--- src/rtl/dma_rr_pkg.sv ---
package dma_rr_pkg;

   typedef enum logic {
      RQ_MODE_LEVEL = 1'b0,
      RQ_MODE_PULSE = 1'b1
   } rq_mode_e;

   typedef enum logic [1:0] {
      RQ_IDLE = 2'd0,
      RQ_PEND = 2'd1,
      RQ_XFER = 2'd2
   } rq_state_e;

endpackage

--- src/rtl/dma_rr_sync.sv ---
module dma_rr_sync #(
   parameter int unsigned STAGES     = 2,
   parameter bit          ACTIVE_LOW = 1'b1
) (
   input  logic clk,
   input  logic rst_n,
   input  logic pin_i,
   output logic act_o
);

   localparam int unsigned LAST = STAGES - 1;

   logic             pin_act;
   logic [LAST:0]    chain_q;

   generate
      if (ACTIVE_LOW) begin : g_inv
         assign pin_act = ~pin_i;
      end else begin : g_pass
         assign pin_act = pin_i;
      end
   endgenerate

   generate
      if (STAGES == 1) begin : g_one
         always_ff @(posedge clk or negedge rst_n) begin
            if (!rst_n) chain_q <= '0;
            else        chain_q <= pin_act;
         end
      end else begin : g_many
         always_ff @(posedge clk or negedge rst_n) begin
            if (!rst_n) chain_q <= '0;
            else        chain_q <= {chain_q[LAST-1:0], pin_act};
         end
      end
   endgenerate

   assign act_o = chain_q[LAST];

endmodule

--- src/rtl/dma_rr_pulse.sv ---
module dma_rr_pulse #(
   parameter int unsigned HOLD = 2
) (
   input  logic clk,
   input  logic rst_n,
   input  logic act_i,
   output logic evt_o
);

   generate
      if (HOLD == 1) begin : g_edge
         logic prev_q;
         always_ff @(posedge clk or negedge rst_n) begin
            if (!rst_n) prev_q <= 1'b0;
            else        prev_q <= act_i;
         end
         assign evt_o = act_i & ~prev_q;
      end else begin : g_filter
         localparam int unsigned TOP = HOLD - 1;
         logic [TOP:0] hist_q;
         always_ff @(posedge clk or negedge rst_n) begin
            if (!rst_n) hist_q <= '0;
            else        hist_q <= {hist_q[TOP-1:0], act_i};
         end
         assign evt_o = act_i & (&hist_q[TOP-1:0]) & ~hist_q[TOP];
      end
   endgenerate

endmodule

--- src/rtl/dma_rr_fsm.sv ---
module dma_rr_fsm
   import dma_rr_pkg::*;
(
   input  logic clk,
   input  logic rst_n,
   input  logic mode_i,
   input  logic lvl_i,
   input  logic evt_i,
   input  logic bus_grant_i,
   input  logic first_started_i,
   input  logic ack_i,
   input  logic dtc_i,
   output logic pend_o,
   output logic cont_o,
   output logic cancel_o
);

   rq_state_e st_q, st_d;
   logic      hold_q, hold_d;
   logic      ackd_q, ackd_d;
   logic      queue_q, queue_d;
   logic      cont_q, cont_d;
   logic      cancel_q, cancel_d;
   logic      is_pulse;
   logic      chain;

   assign is_pulse = (rq_mode_e'(mode_i) == RQ_MODE_PULSE);

   always_comb begin
      st_d     = st_q;
      hold_d   = hold_q;
      ackd_d   = ackd_q;
      queue_d  = queue_q;
      cont_d   = 1'b0;
      cancel_d = 1'b0;
      chain    = 1'b0;
      unique case (st_q)
         RQ_IDLE: begin
            if (is_pulse ? evt_i : lvl_i) st_d = RQ_PEND;
         end
         RQ_PEND: begin
            if (first_started_i) begin
               st_d    = RQ_XFER;
               hold_d  = 1'b0;
               ackd_d  = 1'b0;
               queue_d = 1'b0;
            end else if (!is_pulse && !lvl_i) begin
               st_d     = RQ_IDLE;
               cancel_d = bus_grant_i;
            end
         end
         RQ_XFER: begin
            if (!lvl_i)     hold_d = 1'b0;
            else if (ack_i) hold_d = 1'b1;
            if (ack_i) ackd_d = 1'b1;
            if (evt_i && (ack_i || ackd_q)) queue_d = 1'b1;
            if (dtc_i) begin
               chain = is_pulse ? queue_d : hold_d;
               st_d  = chain ? RQ_PEND : RQ_IDLE;
               cont_d = chain;
            end
         end
         default: st_d = RQ_IDLE;
      endcase
   end

   always_ff @(posedge clk or negedge rst_n) begin
      if (!rst_n) begin
         st_q     <= RQ_IDLE;
         hold_q   <= 1'b0;
         ackd_q   <= 1'b0;
         queue_q  <= 1'b0;
         cont_q   <= 1'b0;
         cancel_q <= 1'b0;
      end else begin
         st_q     <= st_d;
         hold_q   <= hold_d;
         ackd_q   <= ackd_d;
         queue_q  <= queue_d;
         cont_q   <= cont_d;
         cancel_q <= cancel_d;
      end
   end

   assign pend_o   = (st_q == RQ_PEND);
   assign cont_o   = cont_q;
   assign cancel_o = cancel_q;

endmodule

--- src/rtl/dma_req_recognizer.sv ---
module dma_req_recognizer #(
   parameter int unsigned SYNC_STAGES = 2,
   parameter int unsigned STEAL_HOLD  = 2,
   parameter bit          REQ_LOW     = 1'b1
) (
   input  logic clk,
   input  logic rst_n,
   input  logic req_n_i,
   input  logic mode_i,
   input  logic bus_grant_i,
   input  logic first_started_i,
   input  logic ack_i,
   input  logic dtc_i,
   output logic pend_o,
   output logic cont_o,
   output logic cancel_o
);

   generate
      if (SYNC_STAGES < 1) begin : g_bad_sync
         $error("SYNC_STAGES must be at least 1");
      end
      if (STEAL_HOLD < 1) begin : g_bad_hold
         $error("STEAL_HOLD must be at least 1");
      end
   endgenerate

   logic lvl;
   logic evt;

   dma_rr_sync #(
      .STAGES     (SYNC_STAGES),
      .ACTIVE_LOW (REQ_LOW)
   ) u_sync (
      .clk   (clk),
      .rst_n (rst_n),
      .pin_i (req_n_i),
      .act_o (lvl)
   );

   dma_rr_pulse #(
      .HOLD (STEAL_HOLD)
   ) u_pulse (
      .clk   (clk),
      .rst_n (rst_n),
      .act_i (lvl),
      .evt_o (evt)
   );

   dma_rr_fsm u_fsm (
      .clk             (clk),
      .rst_n           (rst_n),
      .mode_i          (mode_i),
      .lvl_i           (lvl),
      .evt_i           (evt),
      .bus_grant_i     (bus_grant_i),
      .first_started_i (first_started_i),
      .ack_i           (ack_i),
      .dtc_i           (dtc_i),
      .pend_o          (pend_o),
      .cont_o          (cont_o),
      .cancel_o        (cancel_o)
   );

endmodule

--- config.mk ---
export PLATFORM = sky130hd
export DESIGN_NAME = dma_req_recognizer
export DESIGN_NICKNAME = d
export VERILOG_FILES = /design/src/rtl/dma_rr_pkg.sv /design/src/rtl/dma_rr_sync.sv /design/src/rtl/dma_rr_pulse.sv /design/src/rtl/dma_rr_fsm.sv /design/src/rtl/dma_req_recognizer.sv
export SDC_FILE = /design/constraint.sdc
export NUM_CORES = 1
export LEC_CHECK = 0
export ABC_AREA = 1
export BUFFER_PORTS_ARGS = -buffer_cell sky130_fd_sc_hd__buf_2
export CORE_AREA = 2 2 39 41
export CTS_BUF_LIST = sky130_fd_sc_hd__clkbuf_4 sky130_fd_sc_hd__clkbuf_8
export DETAILED_ROUTE_END_ITERATION = 8
export DIE_AREA = 0 0 41 43
export PLACE_DENSITY_LB_ADDON = 0.05
export RECOVER_POWER = 25
export SLEW_MARGIN = 25
export SYNTH_ARGS = -nofsm -noshare
export SYNTH_HDL_FRONTEND = slang
export SYNTH_SLANG_ARGS = --single-unit
--- constraint.sdc ---
create_clock -name clk -period 2.3 [get_ports clk]
set_input_delay 0.46 -clock clk [delete_from_list [all_inputs] [get_ports clk]]
set_output_delay 0.46 -clock clk [all_outputs]
set_load 0.05 [all_outputs]
## After elaboration in Yosys (flattened, before gate mapping)

Cells that the tools add are included.

- Register bits: 11
- Bits of input ports: 8
- Logic and storage cells: 52

- Equal/unequal tests: 7
- Multiplexer cells: 23
- Bitwise operators: 4
- Reduce and logical (&&, ||, !) cells: 10

Operators by type and width:

| operator | count |
|---|---|
| 2-to-1 mux 1 bit | 15 |
| 2-to-1 mux 2 bit | 4 |
| != test 2 bit, second input constant | 3 |
| one-hot mux 1 bit (2 select lines) | 3 |
| one-hot mux 2 bit (3 select lines) | 1 |
| AND reduction 3 bit | 2 |
| != test 3 x 2 -> 1 bit, second input constant | 1 |
| bitwise AND 1 bit | 2 |
| == test 2 x 1 -> 1 bit, second input constant | 1 |
| == test 2 bit, second input constant | 1 |
| logical AND 1 bit | 2 |
| logical NOT 1 bit | 2 |
| logical NOT 2 bit | 1 |
| != test 2 x 1 -> 1 bit, second input constant | 1 |
| NOT 1 bit | 2 |
| AND reduction 2 bit | 1 |
| nonzero test 2 bit | 1 |
| logical OR 1 bit | 1 |

## Depth between registers and ports, before layout

Gate-level depths: netlist of run 1.

- Depth after elaboration: 9
- Depth in mapped cells: 8

## By module

From an unflattened synthesis of run 1, not the netlist that was laid out.

- Cell total of the unflattened synthesis: 52
- Area total of the unflattened synthesis: 469.2 um^2

Modules (own cells, without submodules):

| module | times used | cells an instance | area an instance (um^2) |
|---|---|---|---|
| dma_rr_fsm | 1 | 45 | 355.3 |
| dma_rr_pulse | 1 | 4 | 60.1 |
| dma_rr_sync | 1 | 3 | 53.8 |

## Worst setup path after synthesis of run 1

Ideal clock, no wire load.

- Path kind: reg2reg
- From: register u_fsm.st_q[1]
- To: register u_fsm.queue_q
- Library setup time: 112 ps
- Arrival: 1252 ps
- Required time: 2188 ps
- Path slack: 936 ps
- Cell stages (with the launch flop): 8
- Buffers on the path: 0
- Cells stage by stage: dfrtp_1 > inv_1 > nand2_1 > inv_1 > nand2_1 > a21oi_1 > a21o_2 > inv_1

- Word-level cells in the longest chain between the ends: 3

RTL lines:

| what | RTL line | source |
|---|---|---|
| start: declaration | dma_rr_fsm.sv:18 | `rq_state_e st_q, st_d;` |
| start signal: assignment | dma_rr_fsm.sv:76 | `st_q <= st_d;` |
| == test 2 x 1 -> 1 bit * | - |  |
| named net pend_o | dma_req_recognizer.sv:14 | `output logic pend_o,` |
| != test 2 bit (no line) / nonzero test 2 bit (equally long branches) | - |  |
| AND reduction 2 bit (no line) | - |  |
| end signal: assignment | dma_rr_fsm.sv:79 | `queue_q <= queue_d;` |
| end: declaration | dma_rr_fsm.sv:21 | `logic queue_q, queue_d;` |

Mark *: on every way through the listed nets, which the timed path passes. The rest lies on a longest branch.
A chain may end at the register's enable or synchronous reset.

## Final worst setup path of run 1

- From: register u_fsm.st_q[1]
- To: output port pend_o

- Word-level cells in the longest chain between the ends: 1

RTL lines:

| what | RTL line | source |
|---|---|---|
| == test 2 x 1 -> 1 bit | dma_rr_fsm.sv:85 | `assign pend_o = (st_q == RQ_PEND);` |
| end: declaration | dma_req_recognizer.sv:14 |  |

No other way between the ends.

==> flow_summary.toml, run 1 <==
[status]
status = "complete, no violations"

[cells_and_area]
ff_latch_area_um2 = 275
area.growth.synth_to_final_pct = 20.8
layout.nets = 80
multi_input_area_um2 = 155
nFillCells = 147
post-route-util_pct = 41.5
diodes = 0
instances_no_fill = 87
layout-drive-gt1-share_pct = 25.4

[die]
die_h_um = 43
num_rows = 14
start_util_pct = 34.4
die_area_mm2 = 0.00176
io_pins = 11
core_region_area_mm2 = 0.00138
dieWidth_um = 41

[sta]
fin_skew_ns = 0.00347
setup_viol = 0
hold_violations = 0
setup_tns_ns = 0
rsz0062_at_grt = "no"
worstMarginPinSlew_ns = 0.597
period_needed_ns = 1.57
fmax_ghz = 0.636
slew_headroom_pct = 60.2
final_max_slew_viol_count = 0
period_share_pct = 68.3

[clock_network]
clk_pin_slew_ns = 0.07
numCtsBuffers = 3
root_buffer = "clkbuf_4"
clock_path_buffers = 2
post-cts-setup-buffer-count = 0
cts_tree = "done"
htree_levels = 1
clock-sinks = 11
cts_resized = 0
hold_buffers = 0
clk_latency_ns = 0.27

[global_route]
grt_max_degree = 12
grt.total_usage_pct = 12.5
overflow = 0
grt_pass1_vias = 326
antenna_found_initial = 0
grt_pass1_wl_um = 1370

[routing]
wl_per_cell_um = 9.90
firstDrtPassIters = 4
drt-initial-drc-count = 2
ant_nets = 0
drc_errors = 0
viasPerCell = 4.45
vias = 387
wirelength_um = 861

[setup_path]
cp.required_ns = 1.84
r2r_start = "u_fsm.st_q[0]$_DFFE_PN0P_"
rr_endpoint = "u_fsm.st_q[0]$_DFFE_PN0P_"
r2r_slack_ns = 1.20
path_common_cell = "inv_1"
crit_fanout = 3
criticalPathCategory = "reg2out"
crit_start = "u_fsm.st_q[1]$_DFFE_PN0P_"
cp.arrival_ns = 1.11
crit_chain = "inv_1 > nand2_1 > inv_1 > buf_2"
reg2reg_depth = 7
crit_path_top_delay_cell = "dfrtp_1"
critPathMaxStageDelay_ns = 0.36
worstSetupStartpointType = "register"
end_kind = "primary output"

[logic_synthesis]
syn_area_per_cell_um2 = 8.34
synthAdderAreaFrac_pct = 0
synth_top_family_by_area = "simple AND/OR/NAND/NOR gates"
ys_warn_count = 0
yosysSeqAreaShare_pct = 57.9
synthTopCellsByArea = "dfrtp_1, nand2_1, inv_1, nor2_1, nor2_2"
synth_fp_nets = 65
synth-xor-area-share_pct = 0
synth_top_area_share_pct = 57.9
syn-cell-area_um2 = 475
postSynthCellCount = 57
synth_simple_gate_area_share_pct = 27.6
yosysTopAreaCell = "dfrtp_1"
synth_compound_area_share_pct = 5.00
ys_types = 12
synth_seq_cells = 11
muxShareOfSynthArea_pct = 0

[power_and_ir_drop]
p_leak_nw = 0.340
ir_drop_uv = 316
power.density_mw_per_mm2 = 1030

[hold_path]
hold_path.class = "in2async"

[place]
dp_hpwl_um = 639
dp_cells = 83
place_congestion = 0.724
port_buffers = 10

[flow_run]
maxCapViolCount = 0
## metal layers
metal / share of wire [%] / track usage [%] / up-vias / wire length [um]
li1: - / - / 199 / -
met1: 50 / 15.7 / 174 / 429
met2: 40 / 15.3 / 10 / 343
met3: 6.7 / 3.14 / 4 / 58
met4: 3.5 / 14.0 / 0 / 30
met5: 0 / 0 / - / 0
## critical path: cells and delay by family (launching register included)
family,cells,cell delay [ns]
and+or+nand+nor,1,0.07
DFF,1,0.36
buffers and inverters,3,0.40
## worst max-delay path by stage
stage	endpoint	slack, ns	cells after the start
after floorplan	u_fsm.queue_q$_DFFE_PN0P_	0.94	7
after global placement	pend_o	1.03	4
after detailed placement	pend_o	1.01	4
after CTS	pend_o	0.71	4
after global routing	pend_o	0.63	4
final	pend_o	0.73	4
## stage by stage
| step | power, mW | area (um2) | worst slack (ns) | hold slack (ns) |
|---|---|---|---|---|
| after global placement | 0.453 | 546 | 1.03 | 0.333 |
| final | 0.591 | 574 | 0.728 | 0.165 |
| after CTS | 0.601 | 576 | 0.711 | 0.0463 |
| after global routing | 0.639 | 574 | 0.631 | 0.202 |
| after floorplan | 0.406 | 475 | 0.936 | 0.164 |
| after detailed placement | 0.454 | 546 | 1.01 | 0.340 |
## Yosys cell counts, drive strengths merged
library cell  number
nor3               2
nand3              3
a21oi              2
dfrtp             11
inv               12
nor2               6
o21ai              1
a21o               1
nand2             19
## placed cells by master, fill, tap and decap left out, types with 2 or more instances in the layout
cell type,Yosys,routed
nand2_1,18,18
inv_1,12,12
dfrtp_1,11,11
buf_2,0,9
nor2_1,4,4
clkbuf_4,0,4
nor3_1,2,2
nor2_2,2,2
nand3_1,2,2
a21oi_1,2,2
## sequential cells by signal (all words and copies together), names as in the netlist
register,cells
u_fsm.cancel_o,1
u_fsm.queue_q,1
u_fsm.cont_o,1
u_fsm.st_q,2
u_fsm.hold_q,1
u_pulse.g_filter.hist_q,2
u_sync.chain_q,2
u_fsm.ackd_q,1
## layout make-up
| class | instances | share of cell area (%) |
|---|---|---|
| repair buffers | 10 | 8.50 |
| inverters | 12 | 7.84 |
| clock buffers | 4 | 5.23 |
| well taps | 16 | 3.49 |
| flip-flops and latches | 11 | 47.9 |
| multi-input cells | 34 | 27.0 |
## cells by family (layout without fill, tap and decap cells)
logic type / Yosys count / in the layout
and+or+nand+nor: 30 / 30
buffers and inverters: 12 / 26
DFF: 11 / 11
AOI/OAI and AO/OA: 4 / 4
## power breakdown
| part | switching, mW | leakage, nW | internal (mW) |
|---|---|---|---|
| clock network | 0.0641 | 0.0184 | 0.0790 |
| registers | 0.0161 | 0.141 | 0.229 |
| logic | 0.142 | 0.181 | 0.0601 |
| total | 0.223 | 0.340 | 0.368 |
(Power assumes the default switching activity.)
==> run 2: changes to the inputs <==
==> constraint.sdc (replaced) <==
create_clock -name clk -period 1.5 [get_ports clk]
set_input_delay 0.3 -clock clk [delete_from_list [all_inputs] [get_ports clk]]
set_output_delay 0.3 -clock clk [all_outputs]
set_load 0.05 [all_outputs]
==> flow_summary.toml, run 2 (synthesis gave the netlist of run 1 again) <==
[status]
status = "complete, no violations"

[sta]
fin_hold_ws_ns = 0.167
fin_skew_ns = 0.00425
setup_viol = 0
rsz0062_at_grt = "no"
period_share_pct = 93.0
fmax_ghz = 0.716
worstMarginPinSlew_ns = 0.616
hold_violations = 0
period_needed_ns = 1.40
slew_headroom_pct = 58.9
final_max_slew_viol_count = 0
setup_tns_ns = 0

[routing]
wirelength_um = 876
vias = 374
viasPerCell = 4.25
drc_errors = 0
drt-initial-drc-count = 3
ant_nets = 0
firstDrtPassIters = 3
wl_per_cell_um = 9.95

[power_and_ir_drop]
power.density_mw_per_mm2 = 1560
p_leak_nw = 0.344
ir_drop_uv = 626

[global_route]
grt_pass1_wl_um = 1430
antenna_found_initial = 0
grt_pass1_vias = 358
grt_max_degree = 12
grt.total_usage_pct = 13.4
overflow = 0

[cells_and_area]
multi_input_area_um2 = 155
layout-drive-gt1-share_pct = 25.0
reg.largest.list = "u_fsm.st_q (2), u_pulse.g_filter.hist_q (2), u_sync.chain_q (2)"
diodes = 0
layout.nets = 81
instances_no_fill = 88
nFillCells = 147
area.growth.synth_to_final_pct = 23.4
layout_common_cells = "nand2_1, inv_1, dfrtp_1"
ff_latch_area_um2 = 275
final_common_cell = "nand2_1"

[clock_network]
cts_tree = "done"
numCtsBuffers = 3
clock-sinks = 11
post-cts-setup-buffer-count = 0
root_buffer = "clkbuf_4"
clock_path_buffers = 2
clk_pin_slew_ns = 0.07
clk_latency_ns = 0.27
htree_levels = 1

[hold_path]
hold_path.class = "in2reg"
whs_path_depth = 2

[setup_path]
r2r_start = "u_fsm.st_q[1]$_DFFE_PN0P_"
crit_buf_inv = 3
crit_path_top_delay_cell = "dfrtp_1"
endpoint = "pend_o"
cp.depth = 4
worstSetupStartpointType = "register"
path_common_cell = "inv_1"
cp_top_family = "buffers and inverters"
critPathMaxStageDelay_ns = 0.36
r2r_slack_ns = 0.39
crit_chain = "inv_1 > nand2_1 > inv_1 > clkbuf_4"
end_kind = "primary output"
crit_start = "u_fsm.st_q[1]$_DFFE_PN0P_"
cp.required_ns = 1.20
rr_endpoint = "u_fsm.st_q[0]$_DFFE_PN0P_"
cp.arrival_ns = 1.10
criticalPathCategory = "reg2out"
reg2reg_depth = 8
crit_fanout = 3

[place]
dp_cells = 83
dp_hpwl_um = 649
port_buffers = 10
place_congestion = 0.775

[die]
dieWidth_um = 41
die_area_mm2 = 0.00176
die_h_um = 43
start_util_pct = 34.4
core_region_area_mm2 = 0.00138
num_rows = 14
io_pins = 11

[flow_run]
maxCapViolCount = 0
-- run 2: where the power goes --
part / switching (mW) / leakage, nW / internal [mW]
clock: 0.100 / 0.0184 / 0.121
combinational: 0.217 / 0.185 / 0.101
sequential: 0.0250 / 0.141 / 0.351
-- run 2: worst register-to-register path, delay by kind of cell (launching register included) --
kind            cells  cell delay [ns]
flops               1             0.36
buf+inv             1             0.10
compound gates      1             0.13
simple gates        6             0.41
-- run 2: worst min path at each step --
stage	to	slack, ns	startpoint
floorplan	u_fsm.ackd_q$_DFFE_PN0P_	0.004	rst_n
CTS	u_sync.chain_q[0]$_DFF_PN0_	0.16	req_n_i
global route	u_sync.chain_q[0]$_DFF_PN0_	0.15	req_n_i
detailed placement	u_fsm.cancel_o$_DFF_PN0_	0.18	rst_n
finish	u_sync.chain_q[0]$_DFF_PN0_	0.17	req_n_i
global placement	u_fsm.cancel_o$_DFF_PN0_	0.18	rst_n
-- run 2: through the flow --
step / worst slack [ns] / util, % / area, um2 / power (mW)
detailed placement: 0.360 / 39.4 / 546 / 0.696
CTS: 0.0576 / 42.3 / 586 / 0.922
floorplan: 0.136 / - / 475 / 0.623
finish: 0.104 / 42.4 / 587 / 0.915
global route: 0.0165 / 42.4 / 587 / 0.997
global placement: 0.368 / 39.4 / 546 / 0.696
-- run 2: area by class of cell --
| cell class | count | area share (%) |
|---|---|---|
| Multi-Input combinational cell | 34 | 26.4 |
| Tap cell | 16 | 3.41 |
| Clock buffer | 4 | 5.12 |
| Sequential cell | 11 | 46.9 |
| Timing Repair Buffer | 11 | 10.4 |
| Inverter | 12 | 7.68 |
-- run 2: what timing repair did --
action | in CTS | in global routing
hold endpoints to repair | 11 | 0
setup endpoints to repair | 0 | 1
hold buffers | 1 | 0
resized for setup | 0 | 1
-- run 2: per-layer routing --
layer | global-route usage (%) | wire length [um] | vias to the layer above | share of wire, %
met5 | 0 | 0 | - | 0
met4 | 12.0 | 36 | 0 | 4.1
met3 | 4.71 | 46 | 4 | 5.3
met2 | 19.7 | 389 | 10 | 44
met1 | 13.9 | 404 | 163 | 46
li1 | - | - | 197 | -
==> run 3: changes to the inputs <==
--- a/config.mk
+++ b/config.mk
@@ -5,7 +5,6 @@
 export SDC_FILE = /design/constraint.sdc
 export NUM_CORES = 1
 export LEC_CHECK = 0
-export ABC_AREA = 1
 export BUFFER_PORTS_ARGS = -buffer_cell sky130_fd_sc_hd__buf_2
 export CORE_AREA = 2 2 39 41
 export CTS_BUF_LIST = sky130_fd_sc_hd__clkbuf_4 sky130_fd_sc_hd__clkbuf_8
==> flow_summary.toml, run 3 <==
[cells_and_area]
instances_no_fill = 72
layout_common_cells = "dfrtp_1, buf_2, nor2_1"
diodes = 0
layout.nets = 65
layout-drive-gt1-share_pct = 26.8
area.growth.synth_to_final_pct = 23.7
final_common_cell = "dfrtp_1"
nFillCells = 140
reg.largest.list = "u_fsm.st_q (2), u_pulse.g_filter.hist_q (2), u_sync.chain_q (2)"
design_area_um2 = 556

[place]
dp_cells = 67
place_congestion = 0.758
dp_hpwl_um = 585
place_area_um2 = 519
port_buffers = 10

[routing]
firstDrtPassIters = 4
wirelength_um = 803
wl_per_cell_um = 11.2
viasPerCell = 4.83
drc_errors = 0
drt-initial-drc-count = 3
ant_nets = 0
vias = 348

[sta]
period_needed_ns = 1.45
setup_tns_ns = 0
final_max_slew_viol_count = 0
hold_violations = 0
slew_headroom_pct = 61.2
period_share_pct = 96.7
fin_skew_ns = 0.00213
fmax_ghz = 0.689
worstMarginPinSlew_ns = 0.581
rsz0062_at_grt = "no"
setup_viol = 0

[logic_synthesis]
ys_async_sr_fraction_pct = 100
synth_top_area_share_pct = 61.3
yosysTopAreaCell = "dfrtp_1"
syn-cell-area_um2 = 449
synthFlopType = "dfrtp_1"
synth_seq_cells = 11
postSynthCellCount = 41
synth_common_cells = "dfrtp_1, nor2_1, a21oi_1"
ys_warn_count = 0
ys_types = 17
synthTopCellsByArea = "dfrtp_1, nor2_1, a21oi_1, o21ai_0, a311oi_2"
synth_fp_nets = 49
synth_edf_count = 0
syn_area_per_cell_um2 = 11.0
yosysSeqAreaShare_pct = 61.3
synth.most_common_cell = "dfrtp_1"

[die]
die_area_mm2 = 0.00176
num_rows = 14
io_pins = 11
core_region_area_mm2 = 0.00138
start_util_pct = 32.5
dieWidth_um = 41
die_h_um = 43

[global_route]
grt_pass1_vias = 311
grt_max_degree = 12
antenna_found_initial = 0
grt.total_usage_pct = 11.5
overflow = 0
grt_pass1_wl_um = 1300

[power_and_ir_drop]
internal_power_mw = 0.536
power.density_mw_per_mm2 = 1480
clock_power_share_pct = 23.6
seqPwrFrac_pct = 49.5
combPwrFrac_pct = 26.9
ir_drop_uv = 453
p_total_mw = 0.823
p_leak_nw = 0.267
p_sw_share_pct = 34.9
p_switching_mw = 0.287

[clock_network]
clk_pin_slew_ns = 0.07
cts_tree = "done"
htree_levels = 1
root_buffer = "clkbuf_4"
clock-sinks = 11
clk_latency_ns = 0.26
hold_buffers = 1
clock_path_buffers = 2
cts_resized = 0
post-cts-setup-buffer-count = 0
numCtsBuffers = 3

[setup_path]
cp.required_ns = 1.20
criticalPathCategory = "reg2out"
cp.arrival_ns = 1.15
worstSetupStartpointType = "register"
crit_fanout = 6
end_kind = "primary output"

[hold_path]
hold_path.class = "in2reg"

[flow_run]
maxCapViolCount = 0

[status]
status = "complete, no violations"
[run 3: cell count changes after synthesis, moves of 2 or more]
cell / change
o211ai_1: +2
nor2_2: -2
inv_1: -9
nor2_1: +2
nand2_1: -18
o21ai_0: +2
nand2b_1: +2
a21oi_1: +2
[run 3: worst max-delay path, cell delays in order, from the launching register on]
cell	delay (ns)
dfrtp_1	0.39
inv_1	0.12
nor2_1	0.12
buf_2	0.27
[run 3: cells by family after synthesis]
kind of cell / share of synthesized area, %
flip-flops: 61.3
buffers and inverters: 2.51
AO/OA/AOI/OAI: 19.5
AND/OR/NAND/NOR: 16.7
[run 3: final cells by class]
cell class                      count  area (um2)  share of cell area [%]
Multi-Input combinational cell     27         163                    29.3
Tap cell                           16        20.0                    3.60
Timing Repair Buffer               11        58.8                    10.6
Clock buffer                        3        22.5                    4.05
Clock inverter                      1        5.00                   0.901
Inverter                            3        11.3                    2.03
Sequential cell                    11         275                    49.5
[run 3: path summary, 6_finish.rpt]
path | start | endpoint | slack [ns] | depth (start not counted)
worst max-delay path | u_fsm.st_q[0]$_DFFE_PN0P_ | pend_o | 0.05 | 3
worst min-delay path | req_n_i | u_sync.chain_q[0]$_DFF_PN0_ | 0.17 | 2
worst max register to register | u_fsm.ackd_q$_DFFE_PN0P_ | u_fsm.st_q[0]$_DFFE_PN0P_ | 0.36 | 3
worst min register to register | u_sync.chain_q[0]$_DFF_PN0_ | u_sync.chain_q[1]$_DFF_PN0_ | 0.35 | 0
max in group asynchronous | rst_n | u_fsm.hold_q$_DFFE_PN0P_ | 0.58 | 2
min in group asynchronous | rst_n | u_pulse.g_filter.hist_q[1]$_DFF_PN0_ | 0.54 | 2
[run 3: power groups by stage]
stage               Combinational [mW]  Clock (mW)  Sequential [mW]
finish                           0.221       0.194            0.408
global placement                 0.222           0            0.409
global route                     0.241       0.222            0.414
CTS                              0.223       0.207            0.405
detailed placement               0.220           0            0.411
floorplan                        0.164           0            0.405
[run 3: routing by layer]
| layer | global-route usage (%) | vias to the layer above | wire length (um) |
|---|---|---|---|
| li1 | - | 177 | - |
| met1 | 15.1 | 163 | 390 |
| met2 | 14.7 | 6 | 367 |
| met3 | 3.14 | 2 | 33 |
| met4 | 10.0 | 0 | 11 |
| met5 | 0 | - | 0 |
[run 3: stage by stage]
stage	worst slack [ns]	hold slack, ns	utilization, %
2_1_floorplan	0.103	0.00441	-
3_3_place_gp	0.332	0.178	37.5
3_5_place_dp	0.309	0.181	37.5
4_1_cts	0.0455	0.155	40.2
5_1_grt	0.0125	0.158	40.1
6_report	0.0493	0.168	40.1
